$ cat config.mk
export PLATFORM = sky130hd
export DESIGN_NAME = casc_counter
export DESIGN_NICKNAME = d
export VERILOG_FILES = /design/src/rtl/casc_counter.sv
export SDC_FILE = /design/constraint.sdc
export NUM_CORES = 1
export LEC_CHECK = 0
export CORE_AREA = 2 2 39 41
export DETAILED_ROUTE_END_ITERATION = 7
export DIE_AREA = 0 0 41 43
export DONT_BUFFER_PORTS = 1
export PLACE_DENSITY_LB_ADDON = 0.12
export SLEW_MARGIN = 20
export SYNTH_ARGS = -nofsm -noshare
export SYNTH_HDL_FRONTEND = slang
export SYNTH_SLANG_ARGS = --single-unit
$ cat constraint.sdc
create_clock -name clk -period 1.2 [get_ports clk]
set_clock_uncertainty 0.15 [all_clocks]
set_input_delay 0.24 -clock clk [delete_from_list [all_inputs] [get_ports clk]]
set_output_delay 0.24 -clock clk [all_outputs]
set_load 0.02 [all_outputs]
$ cat src/rtl/casc_counter.sv
module casc_counter #(
  parameter int WIDTH       = 4,
  parameter bit ASYNC_CLEAR = 1'b1
) (
  input  logic             clk,
  input  logic             clr_n,
  input  logic             ld_n,
  input  logic             en_count,
  input  logic             en_chain,
  input  logic [WIDTH-1:0] din,
  output logic [WIDTH-1:0] q,
  output logic             carry_out
);
  localparam logic [WIDTH-1:0] TERMINAL = '1;
  localparam logic [WIDTH-1:0] ONE      = WIDTH'(1);

  logic [WIDTH-1:0] nxt;

  always_comb begin
    if (!ld_n)                      nxt = din;
    else if (en_count && en_chain)  nxt = q + ONE;
    else                            nxt = q;
  end

  generate
    if (ASYNC_CLEAR) begin : g_async
      always_ff @(posedge clk or negedge clr_n) begin
        if (!clr_n) q <= '0;
        else        q <= nxt;
      end
    end else begin : g_sync
      always_ff @(posedge clk) begin
        if (!clr_n) q <= '0;
        else        q <= nxt;
      end
    end
  endgenerate

  assign carry_out = en_chain & (q == TERMINAL);
endmodule

### Word level (Yosys, flattened, before mapping)

Index checks and enable logic that the tools add are counted.

* register bits: 4
* input bits: 9
* output and inout bits: 5
* logic and storage cells: 8

* $add $sub $neg: 1
* equality and inequality tests: 2
* mux-type cells: 2
* bitwise logic cells: 1
* reductions and logical operators: 1

Operators with widths (number)
* 4-bit two-way mux: 2
* 4-bit by 1-bit adder with 4-bit output (second input constant): 1
* 4-bit equality test (second input constant): 1
* 2-bit by 1-bit inequality test with 1-bit output (second input constant): 1
* 1-bit bitwise AND: 1
* 1-bit logical AND: 1

### Longest topological paths before layout

* word-level depth: 3
* depth in mapped cells: 4
* mapped depth without buffers: 4

### Worst setup path after synthesis

Ideal clock, no wire load.

* path kind: register -> output
* from: register q[0]
* to: output carry_out
* arrival time: 0.974 ns
* data required time: 0.810 ns
* slack: -0.164 ns
* cell stages (with the launch flop): 3
* path buffers: 0
* path through: dfrtp_1 -> ha_1 -> and4_2

* longest elaborated chain between the ends: 2

RTL lines
* start, declared: RTL line 11 `output logic [WIDTH-1:0] q,`
* start signal, assigned: RTL line 29 `else q <= nxt;`
* 4-bit equality test: RTL line 39 `assign carry_out = en_chain & (q == TERMINAL);`
* 1-bit bitwise AND: RTL line 39
* end, declared: RTL line 12 `output logic carry_out`

No other way between the ends.

### Final worst setup path

Same ends and word-level chain as after synthesis.

==> metrics.txt <==
status=complete, but fails checks; failing checks=setup timing; Final period util=1.16; Layout area overhead=73.6%; Synth area leader=dfrtp_1; Post-Synth Adder-Cell Area=0.0575; Seq/Total Area, Yosys=0.460; Multi-input gate area=roughly 130 um^2; RePlAce Congestion=roughly 0.61; largest registers=q x4; multiplexer share of the synthesized area=0.0460; slew margin rel.=0.860; largest family of logic cells by synthesized area=simple AND/OR/NAND/NOR gates; critical path data arrival time=1.01 ns; first-pass GRT wire length=roughly 1.1 mm; pre-CTS setup slack=-0.00113 ns; Post-Route WL=659 um; vias per cell=around 4.2; Clock Latency Late Sink=0.24 ns; vias in the first global route=235; reg2reg setup slack=-0.06 ns; fraction of the mapped netlist area in simple logic gates=0.218; xor/xnor cell area share of the yosys netlist=0.0805; Worst-path clk slew=approximately 0.04 ns; grt total ovfl=0; crit-path max FO=2; Distinct cells, synth=13; Top Ports=14; CTS tree=yes; Ant. Diodes=0; Reg2Reg Depth=4; crit end category=output port; initial antenna violation count=0; Highest Signal Layer=met3; Syn Nets=33; die span in x=between 40 and 50 um; Req. time, crit path=0.81 ns; DP HPWL=between 400 and 500 um; # nets final=47; Max clock buf depth=2; final setup vio count=5; Max Cap Violations=0; FFs w/ async S/R, synth=1.00; #FFs+latches synth=4; post-DR wirelength/cell=around 13 um; Worst setup endpoint=carry_out; Crit Path Category=flop to output port; DRC Markers=0; Synth top area share=0.460; htree depth=1; non-filler instance count after layout=between 50 and 60; placed inst area=roughly 280 um^2; Total GRT Usage=0.0976; DR WL met2=295 um; Inst Count DP=42; R2R Path End=q[3]$_DFFE_PN0P_; Fmax=just over 700 MHz; largest net degree at the start of global routing=6; worst hold path type=input pin to flop; number of synthesized flops with an enable pin=0; initial drt markers=4; Clock Root Buffer=clkbuf_4; Die Y=between 40 and 50 um; Post-Syn Area=around 220 um^2; Initial Util=0.157; Yosys Warn Count=0; Layout fillers=approximately 160; Hold Vio Cnt, Final=0; Reg area=between 100 and 150 um^2; routed via count=around 220; share of cells above drive strength 1=0.417; CTS Sinks=4; Compound-Gate Fraction of Synth Area=0.121; RSZ-0062 raised after global routing=yes; synth cell count leaders=dfrtp_1, nor2_1, a21oi_1, nand3_1, xor2_1; crit path from=q[0]$_DFFE_PN0P_; Pre-antenna DRT Iters=2; average size of a mapped cell=9.47 um^2; Antenna Nets Post-Route=0; post-route cell area=about 380 um^2; full die area=1760 um^2; row count=14; Power Dens Cells=between 1000 and 1500 nW/um^2; CP startpoint kind=flop; Synth Flop Type=dfrtp_1; cells after synthesis=23; Tmin final=~1.4 ns; core area=about 1400 um^2; setup TNS=-0.499 ns; CTS buffer count=3; Biggest register=q; fin. max-slew vios=0; FF-to-FF Start=q[1]$_DFFE_PN0P_; Pleak=roughly 0.15 nW; number of buffers added on ports=0; synth top area cells=dfrtp_1, xor2_1, a21oi_1; Peak supply drop=~660 uV; met3 wire length=roughly 80 um; Power Total=just over 500 uW; wl on met1=283 um; Slew @ Worst Pin=0.209 ns; number of flip-flops in the largest register=4; Worst Slack Setup Final=-0.196 ns
[placed cells by master (no fill, tap or decap)]
cell           netlist  final
a21oi_1              3      3
a31oi_1              1      1
and4_4               0      1
buf_4                0      2
buf_6                0      4
clkbuf_1             1      1
clkbuf_4             0      3
dfrtp_1              4      1
dfrtp_2              0      3
dlygate4sd3_1        0      4
ha_4                 0      1
mux2i_1              1      1
nand2_2              1      1
nand3_1              2      2
nor2_1               4      4
o21ai_0              1      1
or3_1                1      1
xor2_1               2      2
[metal layers]
metal,vias up,global-route usage
met3,0,0.0942
li1,108,-
met2,12,0.141
met1,97,0.100
met4,0,0.0200
met5,-,0
[layout make-up]
class                           count  share of cell area
Clock buffer                        4              0.0695
Multi-Input combinational cell     18               0.338
Sequential cell                     4               0.275
Tap cell                           16              0.0530
Timing Repair Buffer               10               0.265
[worst max-delay path, stage by stage (launching register included)]
cell and delay, ns:
dfrtp_2 0.42, ha_4 0.16, and4_4 0.18
[power breakdown]
part / switching [mW] / leakage [nW] / internal [mW] / total [mW]
Clock: 0.0634 / 0.0150 / 0.125 / 0.189
Combinational: 0.0670 / 0.0961 / 0.0772 / 0.144
Sequential: 0.0181 / 0.0422 / 0.154 / 0.172
Total: 0.148 / 0.153 / 0.356 / 0.505
[logic make-up after synthesis]
kind of cell	count (synthesis)
and+or+nand+nor	9
AOI/OAI and AO/OA	5
DFF	4
xor gates and xnor gates	2
buffers and inverters	1
muxes	1
adders and majority gates	1
[metrics by stage]
| stage | utilization | hold WS [ns] |
|---|---|---|
| 2_1_floorplan | - | -0.206 |
| 3_3_place_gp | 0.203 | -0.205 |
| 3_5_place_dp | 0.203 | -0.205 |
| 4_1_cts | 0.270 | 0.00396 |
| 5_1_grt | 0.273 | 0.00279 |
| 6_report | 0.273 | 0.0113 |
[how the worst min path moves through the flow]
stage | startpoint | to | slack [ns] | cells after the start
2_1_floorplan | clr_n | q[0]$_DFFE_PN0P_ | -0.21 | 0
3_3_place_gp | clr_n | q[3]$_DFFE_PN0P_ | -0.21 | 0
3_5_place_dp | clr_n | q[3]$_DFFE_PN0P_ | -0.21 | 0
4_1_cts | ld_n | q[1]$_DFFE_PN0P_ | 0.004 | 2
5_1_grt | ld_n | q[1]$_DFFE_PN0P_ | 0.003 | 2
6_report | ld_n | q[1]$_DFFE_PN0P_ | 0.01 | 2
[timing repair]
item	4_1_cts	5_1_grt
setup endpoints to repair	6	9
endpoints found under the hold margin	8	0
buffers inserted	2	0
pin swaps	2	2
resized for setup	3	1
hold buffers	4	0
Power figures use the tool's default switching activity.
